**config.mk**
```make
export PLATFORM = sky130hd
export DESIGN_NAME = regwake_top
export DESIGN_NICKNAME = d
export VERILOG_FILES = /design/src/rtl/regwake_pkg.sv /design/src/rtl/regwake_ign_sync.sv /design/src/rtl/regwake_delay.sv /design/src/rtl/regwake_pdbit.sv /design/src/rtl/regwake_fsm.sv /design/src/rtl/regwake_top.sv
export SDC_FILE = /design/constraint.sdc
export NUM_CORES = 1
export LEC_CHECK = 0
export BUFFER_PORTS_ARGS = -buffer_cell sky130_fd_sc_hd__buf_2
export CAP_MARGIN = 30
export CORE_UTILIZATION = 55
export DETAILED_ROUTE_END_ITERATION = 8
export PLACE_DENSITY = 0.77
export SLEW_MARGIN = 5
export SYNTH_ARGS = -nofsm -noshare
export SYNTH_HDL_FRONTEND = slang
export SYNTH_HIERARCHICAL = 1
export SYNTH_SLANG_ARGS = --single-unit
```
**constraint.sdc**
```tcl
create_clock -name clk -period 4.05 [get_ports clk]
set_input_delay 0.81 -clock clk [delete_from_list [all_inputs] [get_ports clk]]
set_output_delay 0.81 -clock clk [all_outputs]
set_load 0.02 [all_outputs]
```
**src/rtl/regwake_pkg.sv**
```systemverilog
package regwake_pkg;

  typedef enum logic [2:0] {
    ST_NORMAL      = 3'd0,
    ST_STANDBY     = 3'd1,
    ST_WAIT_SUPPLY = 3'd2,
    ST_DELAY       = 3'd3,
    ST_WAIT_PIN    = 3'd4
  } seq_state_e;

  localparam int unsigned SYNC_STAGES = 2;

endpackage

```
**src/rtl/regwake_ign_sync.sv**
```systemverilog
module regwake_ign_sync
  import regwake_pkg::*;
(
  input  logic clk,
  input  logic rst_n,
  input  logic ign_async,
  output logic ign_sync,
  output logic ign_rise
);

  logic [SYNC_STAGES-1:0] chain_q;
  logic                   prev_q;

  always_ff @(posedge clk or negedge rst_n) begin
    if (!rst_n) begin
      chain_q <= '0;
      prev_q  <= 1'b0;
    end else begin
      chain_q <= {chain_q[SYNC_STAGES-2:0], ign_async};
      prev_q  <= chain_q[SYNC_STAGES-1];
    end
  end

  assign ign_sync = chain_q[SYNC_STAGES-1];
  assign ign_rise = chain_q[SYNC_STAGES-1] & ~prev_q;

endmodule

```
**src/rtl/regwake_delay.sv**
```systemverilog
module regwake_delay #(
  parameter int unsigned DELAY_CYCLES = 4064
) (
  input  logic clk,
  input  logic rst_n,
  input  logic run,
  output logic done
);

  localparam int unsigned CW = (DELAY_CYCLES > 2) ? $clog2(DELAY_CYCLES) : 1;
  localparam logic [CW-1:0] LAST = CW'(DELAY_CYCLES - 1);

  logic [CW-1:0] cnt_q;

  always_ff @(posedge clk or negedge rst_n) begin
    if (!rst_n) begin
      cnt_q <= '0;
    end else if (!run) begin
      cnt_q <= '0;
    end else if (cnt_q != LAST) begin
      cnt_q <= cnt_q + 1'b1;
    end
  end

  assign done = run && (cnt_q == LAST);

endmodule

```
**src/rtl/regwake_pdbit.sv**
```systemverilog
module regwake_pdbit (
  input  logic clk,
  input  logic rst_n,
  input  logic in_reset,
  input  logic wr_en,
  input  logic wr_data,
  output logic accept_zero,
  output logic bit_q
);

  logic accept;

  assign accept      = wr_en && !in_reset;
  assign accept_zero = accept && !wr_data;

  always_ff @(posedge clk or negedge rst_n) begin
    if (!rst_n)      bit_q <= 1'b0;
    else if (accept) bit_q <= wr_data;
  end

endmodule

```
**src/rtl/regwake_fsm.sv**
```systemverilog
module regwake_fsm
  import regwake_pkg::*;
(
  input  logic       clk,
  input  logic       rst_n,
  input  logic       enter_stby,
  input  logic       ign_rise,
  input  logic       bus_wake,
  input  logic       supply_ok,
  input  logic       ext_rst_pin,
  input  logic       delay_done,
  output seq_state_e state,
  output logic       delay_run
);

  seq_state_e state_q, state_d;

  always_comb begin
    state_d = state_q;
    unique case (state_q)
      ST_NORMAL: begin
        if (!supply_ok)      state_d = ST_WAIT_SUPPLY;
        else if (enter_stby) state_d = ST_STANDBY;
      end
      ST_STANDBY: begin
        if (ign_rise || bus_wake) state_d = ST_WAIT_SUPPLY;
      end
      ST_WAIT_SUPPLY: begin
        if (supply_ok) state_d = ST_DELAY;
      end
      ST_DELAY: begin
        if (!supply_ok)     state_d = ST_WAIT_SUPPLY;
        else if (delay_done) state_d = ext_rst_pin ? ST_NORMAL : ST_WAIT_PIN;
      end
      ST_WAIT_PIN: begin
        if (!supply_ok)      state_d = ST_WAIT_SUPPLY;
        else if (ext_rst_pin) state_d = ST_NORMAL;
      end
      default: state_d = ST_WAIT_SUPPLY;
    endcase
  end

  always_ff @(posedge clk or negedge rst_n) begin
    if (!rst_n) state_q <= ST_WAIT_SUPPLY;
    else        state_q <= state_d;
  end

  assign state     = state_q;
  assign delay_run = (state_q == ST_DELAY) && supply_ok;

endmodule

```
**src/rtl/regwake_top.sv**
```systemverilog
module regwake_top
  import regwake_pkg::*;
#(
  parameter int unsigned DELAY_CYCLES = 4064
) (
  input  logic clk,
  input  logic rst_n,
  input  logic pd_wr_en,
  input  logic pd_wr_data,
  output logic pd_bit,
  input  logic ign_async,
  output logic ign_level,
  input  logic bus_wake,
  input  logic supply_ok,
  input  logic ext_rst_pin,
  output logic stby_en,
  output logic clamp_en,
  output logic core_rst
);

  seq_state_e state;
  logic       ign_rise;
  logic       enter_stby;
  logic       delay_run;
  logic       delay_done;

  regwake_ign_sync u_sync (
    .clk      (clk),
    .rst_n    (rst_n),
    .ign_async(ign_async),
    .ign_sync (ign_level),
    .ign_rise (ign_rise)
  );

  regwake_pdbit u_pdbit (
    .clk        (clk),
    .rst_n      (rst_n),
    .in_reset   (core_rst),
    .wr_en      (pd_wr_en),
    .wr_data    (pd_wr_data),
    .accept_zero(enter_stby),
    .bit_q      (pd_bit)
  );

  regwake_delay #(.DELAY_CYCLES(DELAY_CYCLES)) u_delay (
    .clk  (clk),
    .rst_n(rst_n),
    .run  (delay_run),
    .done (delay_done)
  );

  regwake_fsm u_fsm (
    .clk        (clk),
    .rst_n      (rst_n),
    .enter_stby (enter_stby),
    .ign_rise   (ign_rise),
    .bus_wake   (bus_wake),
    .supply_ok  (supply_ok),
    .ext_rst_pin(ext_rst_pin),
    .delay_done (delay_done),
    .state      (state),
    .delay_run  (delay_run)
  );

  assign stby_en  = (state == ST_STANDBY);
  assign clamp_en = (state == ST_STANDBY);
  assign core_rst = (state != ST_NORMAL);

endmodule

```
Word-level counts from Yosys, hierarchy flattened
Index checks and enable logic that the tools add are counted.
{ "op_classes": {"add_sub_neg": 1, "multipliers": 0, "div_mod_pow": 0, "magnitude_cmp": 0, "n_eq_ne": 12, "shifts": 0, "n_mux": 12, "bitwise_logic": 2, "n_reduce_logical": 10} }
{ "op_table": {"columns": ["cell", "count"], "rows": [
  ["$mux 3", 9],
  ["$mux 12", 2],
  ["$pmux 3 s5", 1],
  ["$add 12x1->12 const B", 1],
  ["$eq 12x12->1 const B", 1],
  ["$ne 12x12->1 const B", 1],
  ["$ne 3x3->1 const B", 3],
  ["$eq 3x2->1 const B", 2],
  ["$reduce_and 5->1", 1],
  ["$logic_and 1x1->1", 4],
  ["$ne 2x2->1 const B", 2],
  ["$eq 3x1->1 const B", 1],
  ["$eq 3x3->1 const B", 1],
  ["$logic_not 3->1", 1],
  ["$reduce_bool 3->1", 1],
  ["$logic_not 1->1", 2],
  ["$ne 2x1->1 const B", 1],
  ["$and 1x1->1", 1],
  ["$logic_or 1x1->1", 1],
  ["$not 1->1", 1]
]} }
{ "totals": {"register_bits": 19, "latch_bits": 0, "ramBits": 0, "rom_bits": 0, "in_bits": 8, "output_inout_bits": 5, "n_memories": 0} }

Depth between registers and ports, before layout
Gate-level depths: netlist of the first run.
{ "logic_depth": {"word_depth": 7, "ltp_mapped": 8, "depth_no_buf": 7} }

Cells and area by module
The synthesis of the first run kept the hierarchy.
{ "modules_own_cells": {"columns": ["mod", "n_inst", "cells_per_inst", "area_per_inst_um2", "seq_area_each_um2"], "rows": [
  ["regwake_delay", 1, 63, 620.6, 300.3],
  ["regwake_fsm", 1, 18, 171.4, 76.3],
  ["regwake_ign_sync", 1, 4, 88.8, 75.1],
  ["regwake_pdbit", 1, 4, 60.1, 25.0],
  ["regwake_top", 1, 3, 21.3, 0.0]
]} }

Worst setup path before layout of the first run
OpenSTA, ideal clock, no wires.
{ "synth_path": {"path_kind": "register to output", "start": "reg u_fsm.state_q[2] (netlist: u_fsm/state[2])", "end": "out stby_en", "arrival_ns": 1.244, "t_required_ns": 3.240, "path_slack_ns": 1.996, "path_stages_with_launch": 3, "n_path_buf": 1, "cell_sequence": "dfrtp_1 -> nor3b_1 -> buf_4"} }
{ "synth_between": {"elab_chain_cells": 1} }
{ "synth_lines": {"columns": ["item", "line_no", "source"], "rows": [
  ["start, declared", "regwake_fsm.sv:16", "seq_state_e state_q, state_d;"],
  ["start signal, assigned", "regwake_fsm.sv:45", "else state_q <= state_d;"],
  ["$eq 3x1->1", null, null],
  ["end, declared", "regwake_top.sv:16", "output logic stby_en,"]
]} }
Every way passes these cells.

Worst setup path in the final report of the first run
{ "layout_path": {"start": "reg u_fsm.state_q[0] (netlist: u_fsm/state[0])", "end": "out core_rst"} }
{ "layout_between": {"elab_chain_cells": 1} }
{ "layout_lines": {"columns": ["item", "line_no", "source"], "rows": [
  ["$reduce_bool 3->1", "regwake_top.sv:67", "assign core_rst = (state != ST_NORMAL);"],
  ["end, declared", "regwake_top.sv:18", "output logic core_rst"]
]} }
Every way passes these cells.

==> Flow_metrics.wiki, run 1 <==
{| class="wikitable"
! Metric !! Value
|-
| Final std cell area, no fill || between 1000 and 1500 um^2
|-
| Area Overhead vs Synth || 10.0%
|-
| Total Power Consumption || 326 uW
|-
| Area post-placement || 1030 um^2
|-
| Setup CP Type || flip-flop to primary output
|-
| Root buffer cell || sky130_fd_sc_hd__clkbuf_4
|-
| Count of mapped cells out of synthesis || around 90
|-
| Most used DFF post-synth || sky130_fd_sc_hd__dfrtp_1
|-
| Number of optimization iterations in the first detailed-route pass || 6
|-
| Class of the tightest hold or removal check || flip-flop to flip-flop
|-
| Number of synthesized flops with an enable pin || 0
|-
| Terminating pin of the worst hold path || u_sync/chain_q[1]
|-
| Post-Route WL || about 1700 um
|-
| Clk slew on worst S/H paths || 110 ps
|-
| Outcome || complete, but fails checks
|-
| Max Cap Viol || 0
|-
| Max Fclk || around 460 MHz
|-
| Starting utilization of the core area || 61.0%
|-
| Setup repair after global routing missed its margin || no
|-
| Die ar. || ~1900 um^2
|-
| Maximum number of pins on one net before global-route repair || 20
|-
| Number of port buffers || 12
|-
| Placed wire-length estimate after detailed placement || 1230 um
|-
| Weighted congestion at the end of routability-driven global placement || ~0.76
|-
| Relative slew slack || 72.6%
|-
| Crit end category || primary output
|-
| Total number of vias || 775
|-
| Cell Area, Synth || a little under 1000 um^2
|-
| Number of instances in the placed design || ~120
|-
| CTS resizes || 0
|-
| Setup TNS Final || 0 ps
|-
| Utilization after layout || between 60 and 70%
|-
| Fraction of registers with async set or reset after synthesis || between 90% and 100%
|-
| Portion of the clock cycle consumed by the worst path in the final layout || 53.7%
|-
| Die height || roughly 44 um
|-
| Post-Place Setup Slack || about 2100 ps
|-
| R2r endpoint || u_fsm/state[1]
|-
| Remaining antenna violation count after routing || 0
|-
| Max VDD drop || 0.000294 V
|-
| # IOs || 13
|-
| Kind of start point of the critical path || flip-flop
|-
| Number of antenna violations at the first check in global routing || 0
|-
| Cell type with the largest total area after synthesis || sky130_fd_sc_hd__dfrtp_1
|-
| Non-filler instance count after layout || 122
|-
| Critical path launch point || u_fsm/state[0]
|-
| # setup viols final || 0
|-
| Shortest period the worst path allows || 2170 ps
|-
| Worst flop-to-flop path startpoint || u_delay/cnt_q[0]
|-
| LEAKAGE || around 0.43 nW
|-
| Count of hold-fix buffers inserted at cts || 0
|-
| Net count after synthesis || between 100 and 150
|-
| Area share of the leading cell type in the synthesized netlist || 46.8%
|-
| Fraction of final layout cells sized beyond drive strength 1 || between 20% and 30%
|-
| Hold Vio Cnt, Final || 0
|-
| First-pass GRT wire length || between 2000 and 3000 um
|-
| Vias in the first global route || 649
|-
| Floorplan die width || ~44 um
|-
| Number of different library cells in the post-synthesis netlist || 37
|-
| Post-Route Hold Slack || about 370 ps
|-
| Number of buffers added for setup after CTS || 0
|-
| Grt total ovfl || 0
|-
| Req. time, crit path || roughly 3200 ps
|-
| Min-delay src || u_sync/chain_q[0]
|-
| Maximum root-to-sink buffer count || 2
|-
| Worst reg-to-reg setup slack || 2140 ps
|-
| Cell Pwr Density || between 300 and 400 nW/um^2
|-
| Clock latency of the later-clocked register in the worst-skew pair || 290 ps
|-
| Clock sink total || 19
|-
| Violations in the final reports || design-rule violations
|-
| Transition time at the pin with the least slew margin || a little over 400 ps
|-
| Crit path arrival time || about 1400 ps
|-
| Total track usage || between 20% and 30%
|-
| Number of pins with negative max-slew slack in the final report || 0
|-
| Clock skew || 0.458 ps
|-
| Maximum fanout along the worst path || 6
|-
| Register bit total from synthesis || 19
|-
| DRC violations left || 1
|-
| Number of buffers created by CTS || 3
|-
| Wire length per cell after detailed routing || ~14 um
|-
| Sequential element share of the synthesized area || roughly 50%
|-
| Standard-cell rows || 14
|-
| Cells taking the most area after synthesis || sky130_fd_sc_hd__dfrtp_1, sky130_fd_sc_hd__a21oi_1, sky130_fd_sc_hd__o31ai_1, sky130_fd_sc_hd__or4_1, sky130_fd_sc_hd__nor2b_4
|-
| Core area || 1580 um^2
|-
| Final net count || approximately 120
|-
| Worst r2r path cells || 6
|-
| Number of DRC violations after detailed-routing iteration 0 || 18
|-
| Final-layout fill cell count || approximately 120
|-
| Count of yosys warnings during synthesis || 6
|-
| Post-route setup slack || ~1900 ps
|-
| Detailed-route vias per instance || 6.35
|-
| CTS tree || built
|-
| Syn_area_per_cell || ~10 um^2
|-
| Level count of the clock H-tree || 1
|-
| Cell depth of the worst min-delay path || 0
|-
| Antenna cell count || 0
|}
-- layout by cell type, fill, tap and decap left out, types with 2 or more instances in the layout --
cell / synthesis / final
sky130_fd_sc_hd__nor2_1: 4 / 4
sky130_fd_sc_hd__mux2i_1: 2 / 2
sky130_fd_sc_hd__buf_2: 0 / 12
sky130_fd_sc_hd__clkbuf_4: 0 / 3
sky130_fd_sc_hd__or4_1: 4 / 4
sky130_fd_sc_hd__inv_1: 5 / 5
sky130_fd_sc_hd__o21ai_0: 4 / 4
sky130_fd_sc_hd__o31a_1: 2 / 2
sky130_fd_sc_hd__a21oi_1: 7 / 7
sky130_fd_sc_hd__o31ai_1: 4 / 4
sky130_fd_sc_hd__nand2_1: 7 / 7
sky130_fd_sc_hd__nor2b_4: 2 / 2
sky130_fd_sc_hd__a31oi_1: 4 / 4
sky130_fd_sc_hd__or3_1: 4 / 4
sky130_fd_sc_hd__dfrtp_1: 18 / 18
sky130_fd_sc_hd__nand3_1: 2 / 2
-- critical path, cell delays in order (launching register included) --
cell and delay, ps:
sky130_fd_sc_hd__dfrtp_1 440, sky130_fd_sc_hd__or3_1 440, sky130_fd_sc_hd__buf_2 190
-- report_power, final --
group,internal [mW],switching (mW),leakage (nW)
clock,0.0368,0.0580,0.0177
combinational,0.0120,0.0179,0.158
sequential,0.196,0.00568,0.251
-- sequential cells by signal (all words and copies together) (netlist names) --
register / flops
u_delay/cnt_q: 12
u_fsm/state: 3
u_sync/chain_q: 2
u_pdbit/bit_q: 1
u_sync/prev_q: 1
-- cell type report --
| class | instances | area, um^2 | area share [%] |
|---|---|---|---|
| clock buffers | 3 | 22.5 | 2.13 |
| well taps | 16 | 20.0 | 1.89 |
| flip-flops and latches | 19 | 477 | 45.0 |
| repair buffers | 12 | 60.1 | 5.67 |
| inverters | 5 | 18.8 | 1.77 |
| clock inverters | 1 | 5.00 | 0.473 |
| multi-input cells | 66 | 455 | 43.0 |
-- metal layers --
metal | part of all wire [%] | GRT usage (%) | wire (um)
met3 | 4.7 | 6.25 | 81
met4 | 1.0 | 11.3 | 18
met5 | 0 | 0 | 0
met2 | 48 | 32.8 | 832
met1 | 46 | 24.4 | 789
-- worst max path at each step --
stage                            end  slack (ps)  cells past startpoint
floorplan                    stby_en        2000                      2
global placement    u_delay/cnt_q[5]        2130                      6
detailed placement    u_fsm/state[1]        2070                      7
CTS                         core_rst        1860                      2
global route                core_rst        1820                      2
finish                      core_rst        1880                      2
-- synthesized netlist by cell type, drive strengths merged (3+ instances only) --
master,n
or3,5
or4,4
nand3,3
o21ai,4
nor2,4
nor2b,3
inv,5
a31oi,4
o31ai,4
nand2,7
dfrtp,18
a21oi,7
-- cells by family after synthesis --
logic type	count (synthesis)	synth area share [%]
buf+inv	7	3.12
compound gates	25	16.4
flops	19	49.5
fa+ha+maj	1	1.30
mux	3	3.64
simple gates	37	26.0
(Power assumes the default switching activity.)
==> run 2: changes to the inputs <==
--- a/config.mk
+++ b/config.mk
@@ -5,11 +5,12 @@
 export SDC_FILE = /design/constraint.sdc
 export NUM_CORES = 1
 export LEC_CHECK = 0
+export ABC_AREA = 1
 export BUFFER_PORTS_ARGS = -buffer_cell sky130_fd_sc_hd__buf_2
 export CAP_MARGIN = 30
-export CORE_UTILIZATION = 55
+export CORE_UTILIZATION = 51
 export DETAILED_ROUTE_END_ITERATION = 8
-export PLACE_DENSITY = 0.77
+export PLACE_DENSITY = 0.74
 export SLEW_MARGIN = 5
 export SYNTH_ARGS = -nofsm -noshare
 export SYNTH_HDL_FRONTEND = slang
==> constraint.sdc (replaced) <==
create_clock -name clk -period 1.7 [get_ports clk]
set_input_delay 0.34 -clock clk [delete_from_list [all_inputs] [get_ports clk]]
set_output_delay 0.34 -clock clk [all_outputs]
set_load 0.02 [all_outputs]
==> run 2 against run 1 <==
  * The flow now finishes without violations
  * Non-clock buffer count up 6
  * First-iteration DRC count up 33%
  * Clock power up 140%
  * Die area up 30%
  * Count of clock-buffer cells in the layout unchanged
  * Combinational power rose to 19 times the previous value
==> Flow_metrics.wiki, run 2 <==
{| class="wikitable"
! Metric !! Value
|-
| Setup CP Type || flip-flop to flip-flop
|-
| Number of antenna violations at the first check in global routing || 0 (unchanged)
|-
| Number of synthesized flops with an enable pin || 0 (unchanged)
|-
| Worst reg-to-reg setup slack || 160 ps (-1980 ps)
|-
| Cell with the most instances after synthesis || sky130_fd_sc_hd__nand2_1
|-
| Max VDD drop || 0.000680 V (+130%)
|-
| Number of flip-flops in the largest register || 12 (unchanged)
|-
| Placed wire-length estimate after detailed placement || 1850 um (+50%)
|-
| Critical path destination || u_fsm/state[1]
|-
| Most used DFF post-synth || sky130_fd_sc_hd__dfrtp_1
|-
| Post-Route WL || 2460 um (+43%)
|-
| Cell type with the largest total area after synthesis || sky130_fd_sc_hd__dfrtp_1
|-
| Starting utilization of the core area || 53.6% (-7.5 points)
|-
| R2r endpoint || u_fsm/state[1]
|-
| Number of pins with negative max-slew slack in the final report || 0 (unchanged)
|-
| Total number of vias || 1102 (+42%)
|-
| Final-layout fill cell count || 202 (+73%)
|-
| Transition time at the pin with the least slew margin || 426 ps (+16.0 ps)
|-
| # setup viols final || 0 (unchanged)
|-
| Wire length per cell after detailed routing || 11.7 um (-17%)
|-
| Class of the tightest hold or removal check || input pin to flip-flop
|-
| Clock latency of the later-clocked register in the worst-skew pair || 300 ps (about the same)
|-
| Area Overhead vs Synth || 14.1%
|-
| Register bank with the most flops || u_delay/cnt_q
|-
| Final net count || 193 (+66%)
|-
| Maximum number of pins on one net before global-route repair || 20 (unchanged)
|-
| Fraction of final layout cells sized beyond drive strength 1 || 26.2% (+2.6 points)
|-
| Vias in the first global route || 1068 (+65%)
|-
| Maximum root-to-sink buffer count || 2 (unchanged)
|-
| Top post-synthesis cells by count || sky130_fd_sc_hd__nand2_1, sky130_fd_sc_hd__nor2_1, sky130_fd_sc_hd__nand3_1
|-
| Floorplan die width || 50.0 um (+14%)
|-
| Register bit total from synthesis || 19 (unchanged)
|-
| Shortest period the worst path allows || 1540 ps
|-
| Net count after synthesis || 172 (+70%)
|-
| Cell-by-cell trace of the critical path || ha_1 -> nand2_4 -> nor2_4 -> nand3_1 -> nor2_1 -> nor2_1 -> nand3_1 -> nand2_2 -> o21bai_1 -> nand2_1
|-
| First-pass GRT wire length || 4130 um (+50%)
|-
| Worst r2r path cells || 10 (+4)
|-
| Number of DRC violations after detailed-routing iteration 0 || 24 (+6)
|-
| CTS tree || built
|-
| Total Power Consumption || 1.37 mW (+320%)
|-
| Weighted congestion at the end of routability-driven global placement || 0.875 (+15%)
|-
| Crit path arrival time || 1780 ps (+420 ps)
|-
| Post-route setup slack || 160 ps (-1720 ps)
|-
| Area share of the leading cell type in the synthesized netlist || 38.4% (-8.4 points)
|-
| Post-Place Setup Slack || 160 ps (-1910 ps)
|-
| Outcome || completed
|-
| DRC violations left || 0 (-1)
|-
| Root buffer cell || sky130_fd_sc_hd__clkbuf_4
|-
| Kind of start point of the critical path || flip-flop
|-
| Syn_area_per_cell || 7.20 um^2 (-31%)
|-
| Utilization after layout || 61.1% (-6.0 points)
|-
| Maximum fanout along the worst path || 5 (-1)
|-
| Clock skew || 2.93 ps (+2.48 ps)
|-
| Critical path launch point || u_delay/cnt_q[1]
|-
| Gate family responsible for the most delay along the worst path || simple AND/OR/NAND/NOR gates
|-
| Cell Pwr Density || 1020 nW/um^2 (+230%)
|-
| Die height || 50.0 um (+14%)
|-
| Cells taking the most area after synthesis || sky130_fd_sc_hd__dfrtp_1, sky130_fd_sc_hd__nand2_1, sky130_fd_sc_hd__nand3_1, sky130_fd_sc_hd__nor2_1, sky130_fd_sc_hd__inv_1
|-
| Req. time, crit path || 1940 ps (-1300 ps)
|-
| Max Cap Viol || 0 (unchanged)
|-
| Die ar. || 2500 um^2 (+30%)
|-
| Number of buffers created by CTS || 3 (unchanged)
|-
| Hold Vio Cnt, Final || 0 (unchanged)
|-
| Crit end category || flip-flop
|-
| Total track usage || 21.8% (+1.4 points)
|-
| Grt total ovfl || 0 (unchanged)
|-
| # IOs || 13 (unchanged)
|-
| Max Fclk || ~650 MHz
|-
| Most frequent standard cell in the layout excluding fill and tap cells || sky130_fd_sc_hd__nand2_1
|-
| Number of port buffers || 12 (unchanged)
|-
| Count of yosys warnings during synthesis || 6 (unchanged)
|-
| Final std cell area, no fill || 1340 um^2 (+26%)
|-
| Core area || 2190 um^2 (+39%)
|-
| Detailed-route vias per instance || 5.22 (-18%)
|-
| Standard-cell rows || 17 (+3)
|-
| Path length in cells of the critical path || 10 (+8)
|-
| Delay contributed by the slowest stage of the critical path || 400 ps (-40 ps)
|-
| Remaining antenna violation count after routing || 0 (unchanged)
|-
| Fraction of registers with async set or reset after synthesis || 100% (unchanged)
|-
| Antenna cell count || 0 (unchanged)
|-
| Portion of the clock cycle consumed by the worst path in the final layout || between 90% and 100%
|-
| Highest-count cells in the layout ignoring fill and taps || sky130_fd_sc_hd__nand2_1, sky130_fd_sc_hd__nor2_1, sky130_fd_sc_hd__nand3_1
|-
| Cell type of the slowest stage on the worst timing path || sky130_fd_sc_hd__dfrtp_1
|-
| Worst flop-to-flop path startpoint || u_delay/cnt_q[1]
|-
| Cell Area, Synth || 1170 um^2 (+22%)
|-
| Sequential element share of the synthesized area || 40.6% (-8.9 points)
|-
| Clock sink total || 19 (unchanged)
|-
| Level count of the clock H-tree || 1 (unchanged)
|-
| LEAKAGE || 0.642 nW (+51%)
|-
| Area post-placement || 1280 um^2 (+24%)
|-
| Clk slew on worst S/H paths || 110 ps (about the same)
|-
| Number of different library cells in the post-synthesis netlist || 24 (-35%)
|-
| Number of optimization iterations in the first detailed-route pass || 4 (-2)
|-
| Worst Path Buf+Inv || 0 (-1)
|-
| Relative slew slack || 71.6% (-1.1 points)
|-
| Count of mapped cells out of synthesis || 163 (+77%)
|}
run 2: cell types whose count changed after synthesis, sizes merged, moves of 2 or more:
| cell | previous run | this run |
|---|---|---|
| or4 | 4 | 0 |
| mux2i | 2 | 0 |
| or3 | 5 | 0 |
| nand2 | 7 | 41 |
| a31oi | 4 | 0 |
| o31ai | 4 | 0 |
| nand3 | 3 | 24 |
| nor2b | 3 | 0 |
| nor3b | 2 | 0 |
| nor2 | 4 | 37 |
| o31a | 2 | 0 |
| inv | 5 | 21 |
run 2: area by class of cell:
type | count | area, um^2 | area share, %
Timing Repair Buffer | 18 | 108 | 8.04
Clock inverter | 1 | 5.00 | 0.374
Inverter | 22 | 82.6 | 6.17
Clock buffer | 3 | 22.5 | 1.68
Sequential cell | 19 | 477 | 35.6
Tap cell | 28 | 35.0 | 2.62
Multi-Input combinational cell | 120 | 609 | 45.5
run 2: worst min path at each step:
stage,from,to,slack (ps),cells after the start
global placement,rst_n,u_sync/prev_q,300,1
CTS,ign_async,u_sync/chain_q[0],140,1
floorplan,rst_n,u_delay/cnt_q[0],40,0
detailed placement,rst_n,u_sync/prev_q,300,1
finish,ign_async,u_sync/chain_q[0],140,1
global route,ign_async,u_sync/chain_q[0],120,1
run 2: what timing repair did:
item,in CTS,in global routing
hold buffers,1,0
setup buffers,0,2
hold endpoints to repair,18,0
resized for setup,0,2
setup endpoints to repair,0,3
run 2: through the flow:
step                setup TNS (ps)  cells  hold WS [ps]
floorplan                        0    163          44.4
CTS                              0    209           135
global route                 -1.80    211           122
finish                           0    211           143
detailed placement               0    204           303
global placement                 0    204           297
run 2: cell families (layout without fill, tap and decap cells):
logic type	Yosys count	after routing	synth area share, %
flops	19	19	40.6
simple gates	108	108	45.1
fa+ha+maj	1	1	1.07
buf+inv	24	44	8.10
compound gates	11	11	5.12
run 2: worst register-to-register path, stage by stage (launching register included):
cell and delay, ps:
sky130_fd_sc_hd__dfrtp_1 400, sky130_fd_sc_hd__ha_1 230, sky130_fd_sc_hd__nand2_4 90, sky130_fd_sc_hd__nor2_4 130
sky130_fd_sc_hd__nand3_1 100, sky130_fd_sc_hd__nor2_1 100, sky130_fd_sc_hd__nor2_1 50, sky130_fd_sc_hd__nand3_1 100
sky130_fd_sc_hd__nand2_2 70, sky130_fd_sc_hd__o21bai_1 140, sky130_fd_sc_hd__nand2_1 60
run 2: power breakdown:
group,leakage [nW],internal [mW],switching (mW)
Sequential,0.251,0.513,0.0455
Combinational,0.373,0.215,0.368
Clock,0.0177,0.0877,0.139
Total,0.642,0.816,0.552
run 2: routing by layer:
metal | part of all wire [%] | global-route usage, %
met5 | 0 | 0
met4 | 2.2 | 10.0
met3 | 4.0 | 3.70
met2 | 52 | 39.4
met1 | 42 | 24.8
==> run 3: changes to the inputs <==
--- a/config.mk
+++ b/config.mk
@@ -11,6 +11,7 @@
 export CORE_UTILIZATION = 51
 export DETAILED_ROUTE_END_ITERATION = 8
 export PLACE_DENSITY = 0.74
+export SETUP_SLACK_MARGIN = 0.2
 export SLEW_MARGIN = 5
 export SYNTH_ARGS = -nofsm -noshare
 export SYNTH_HDL_FRONTEND = slang
==> run 3 against run 2 <==
  * Sequential share of layout area down 3.2 points
  * First-iteration DRC count down 25%
  * Setup slack better by 25 ps
  * Cell count up 3.8%
  * Total power up 14%
  * Maximum frequency up 1.7%
  * Final area up 9.8%
  * Count of clock-buffer cells in the layout unchanged
  * Worst hold slack worse by 1.6 ps
  * Register-to-register slack better by 70 ps
  * Largest cell class unchanged
  * Highest routed layer unchanged
==> Flow_metrics.wiki, run 3 (synthesis results as in run 2) <==
{| class="wikitable"
! Metric !! Value
|-
| Outcome || completed
|-
| Starting utilization of the core area || 53.6% (unchanged)
|-
| Class of the tightest hold or removal check || input pin to flip-flop
|-
| Number of instances in the placed design || 204 (unchanged)
|-
| Core area || 2190 um^2 (unchanged)
|-
| Number of antenna violations at the first check in global routing || 0 (unchanged)
|-
| Die height || 50.0 um (unchanged)
|-
| Final net count || 201 (+4.1%)
|-
| Clk slew on worst S/H paths || 110 ps (about the same)
|-
| Crit path arrival time || 1180 ps (-600 ps)
|-
| Relative slew slack || 71.7% (+0.083 points)
|-
| Highest-count cells in the layout ignoring fill and taps || sky130_fd_sc_hd__nand2_1, sky130_fd_sc_hd__nor2_1, sky130_fd_sc_hd__nand3_1, sky130_fd_sc_hd__dfrtp_1, sky130_fd_sc_hd__inv_1
|-
| Maximum root-to-sink buffer count || 2 (unchanged)
|-
| Setup CP Type || flip-flop to primary output
|-
| Number of buffers created by CTS || 3 (unchanged)
|-
| Cell Pwr Density || 1060 nW/um^2 (+3.4%)
|-
| Placed wire-length estimate after detailed placement || 1850 um (unchanged)
|-
| Antenna cell count || 0 (unchanged)
|-
| Number of DRC violations after detailed-routing iteration 0 || 18 (-25%)
|-
| Number of optimization iterations in the first detailed-route pass || 4 (unchanged)
|-
| Maximum number of pins on one net before global-route repair || 20 (unchanged)
|-
| Floorplan die width || 50.0 um (unchanged)
|-
| Wire length per cell after detailed routing || 12.2 um (+5.0%)
|-
| Clock latency of the later-clocked register in the worst-skew pair || 300 ps (about the same)
|-
| Most frequent standard cell in the layout excluding fill and tap cells || sky130_fd_sc_hd__nand2_1
|-
| Standard-cell rows || 17 (unchanged)
|-
| Number of flip-flops in the largest register || 12 (unchanged)
|-
| Number of port buffers || 12 (unchanged)
|-
| Maximum fanout along the worst path || 4 (-1)
|-
| Grt total ovfl || 0 (unchanged)
|-
| # IOs || 13 (unchanged)
|-
| Crit end category || primary output
|-
| Area Overhead vs Synth || 25.3%
|-
| Weighted congestion at the end of routability-driven global placement || 0.875 (unchanged)
|-
| Clock sink total || 19 (unchanged)
|-
| Setup repair after global routing missed its margin || yes
|-
| # setup viols final || 0 (unchanged)
|-
| Post-Route WL || 2680 um (+8.9%)
|-
| Setup TNS Final || 0 ps (unchanged)
|-
| Delay contributed by the slowest stage of the critical path || 600 ps (+200 ps)
|-
| Transition time at the pin with the least slew margin || 425 ps (-1.24 ps)
|-
| Portion of the clock cycle consumed by the worst path in the final layout || 89.1% (-1.5 points)
|-
| Final-layout fill cell count || 179 (-11%)
|-
| Max Cap Viol || 0 (unchanged)
|-
| Root buffer cell || sky130_fd_sc_hd__clkbuf_4
|-
| Hold Vio Cnt, Final || 0 (unchanged)
|-
| Post-route setup slack || 185 ps (+25.4 ps)
|-
| Kind of start point of the critical path || flip-flop
|-
| Level count of the clock H-tree || 1 (unchanged)
|-
| Vias in the first global route || 1109 (+3.8%)
|-
| Shortest period the worst path allows || 1520 ps (-25.4 ps)
|-
| Max Fclk || 660 MHz (+1.7%)
|-
| First-pass GRT wire length || 4310 um (+4.5%)
|-
| Cell type of the slowest stage on the worst timing path || sky130_fd_sc_hd__dfstp_2
|-
| LEAKAGE || 0.692 nW (+7.7%)
|-
| Gate family responsible for the most delay along the worst path || flip-flops
|-
| Cell-by-cell trace of the critical path || inv_2 -> nand2_2 -> nor2_2 -> buf_6
|-
| Die ar. || 2500 um^2 (unchanged)
|-
| Utilization after layout || 67.1% (+6.0 points)
|-
| Post-Route Hold Slack || 141 ps (-1.57 ps)
|-
| Fraction of final layout cells sized beyond drive strength 1 || 33.5% (+7.3 points)
|-
| Clock skew || 0.973 ps (-1.96 ps)
|-
| Total track usage || 22.8% (+0.98 points)
|-
| DRC violations left || 0 (unchanged)
|-
| Worst Path Buf+Inv || 2 (+2)
|-
| CTS tree || built
|-
| Post-Place Setup Slack || 160 ps (unchanged)
|-
| Number of pins with negative max-slew slack in the final report || 0 (unchanged)
|-
| Req. time, crit path || 1360 ps (-580 ps)
|-
| Max VDD drop || 0.000731 V (+7.5%)
|-
| Register bank with the most flops || u_delay/cnt_q
|-
| Total number of vias || 1124 (+2.0%)
|-
| Detailed-route vias per instance || 5.13 (-1.7%)
|-
| Remaining antenna violation count after routing || 0 (unchanged)
|-
| Non-filler instance count after layout || 219 (+3.8%)
|}
[run 3: cell count changes in the layout (fill, tap and decap cells not counted), sizes merged]
cell / previous run / this run
buf: 17 / 25
[run 3: layer usage]
| metal | global-route usage [%] | wire [um] |
|---|---|---|
| met1 | 24.8 | 1140 |
| met3 | 3.40 | 75 |
| met5 | 0 | 0 |
| met2 | 43.7 | 1430 |
| met4 | 8.57 | 35 |
[run 3: area by class of cell]
type                    instances  area [um^2]  share of cell area [%]
clock inverters                 1         5.00                   0.340
multi-input cells             120          654                    44.5
clock buffers                   3         22.5                    1.53
flip-flops and latches         19          477                    32.4
well taps                      28         35.0                    2.38
repair buffers                 26          194                    13.2
inverters                      22         82.6                    5.62
[run 3: what timing repair did]
| item | CTS | global route |
|---|---|---|
| endpoints found under the hold margin | 18 | 0 |
| endpoints found under the setup margin | 6 | 7 |
| pin swaps | 2 | 9 |
| hold buffers | 1 | 0 |
| buffers inserted | 6 | 4 |
| gates resized for setup | 11 | 10 |
[run 3: where the power goes]
part | switching, mW | internal [mW] | leakage, nW
Combinational | 0.435 | 0.331 | 0.423
Clock | 0.142 | 0.0878 | 0.0177
Sequential | 0.0454 | 0.513 | 0.251
Total | 0.622 | 0.931 | 0.692
[run 3: metrics by stage]
stage	instance area, um^2	total power [mW]
floorplan	1170	0.966
CTS	1390	1.47
detailed placement	1280	1.11
finish	1470	1.55
global route	1470	1.66
global placement	1280	1.09
[run 3: worst register-to-register path, delay by kind of cell (launching register included)]
kind | cells | cell delay (ps)
and+or+nand+nor | 9 | 770
buffers and inverters | 1 | 70
adders and majority gates | 1 | 170
DFF | 1 | 410
[run 3: path summary, 6_finish.rpt]
check / to / startpoint / slack, ps / cells after the start
max in group asynchronous: u_fsm/state[1] / rst_n / 870 / 2
setup reg to reg: u_fsm/state[0] / u_delay/cnt_q[1] / 230 / 11
min in group asynchronous: u_sync/prev_q / rst_n / 500 / 2
hold reg to reg: u_sync/chain_q[1] / u_sync/chain_q[0] / 360 / 0
setup / recovery: clamp_en / u_fsm/state[1] / 180 / 4
hold / removal: u_sync/chain_q[0] / ign_async / 140 / 1
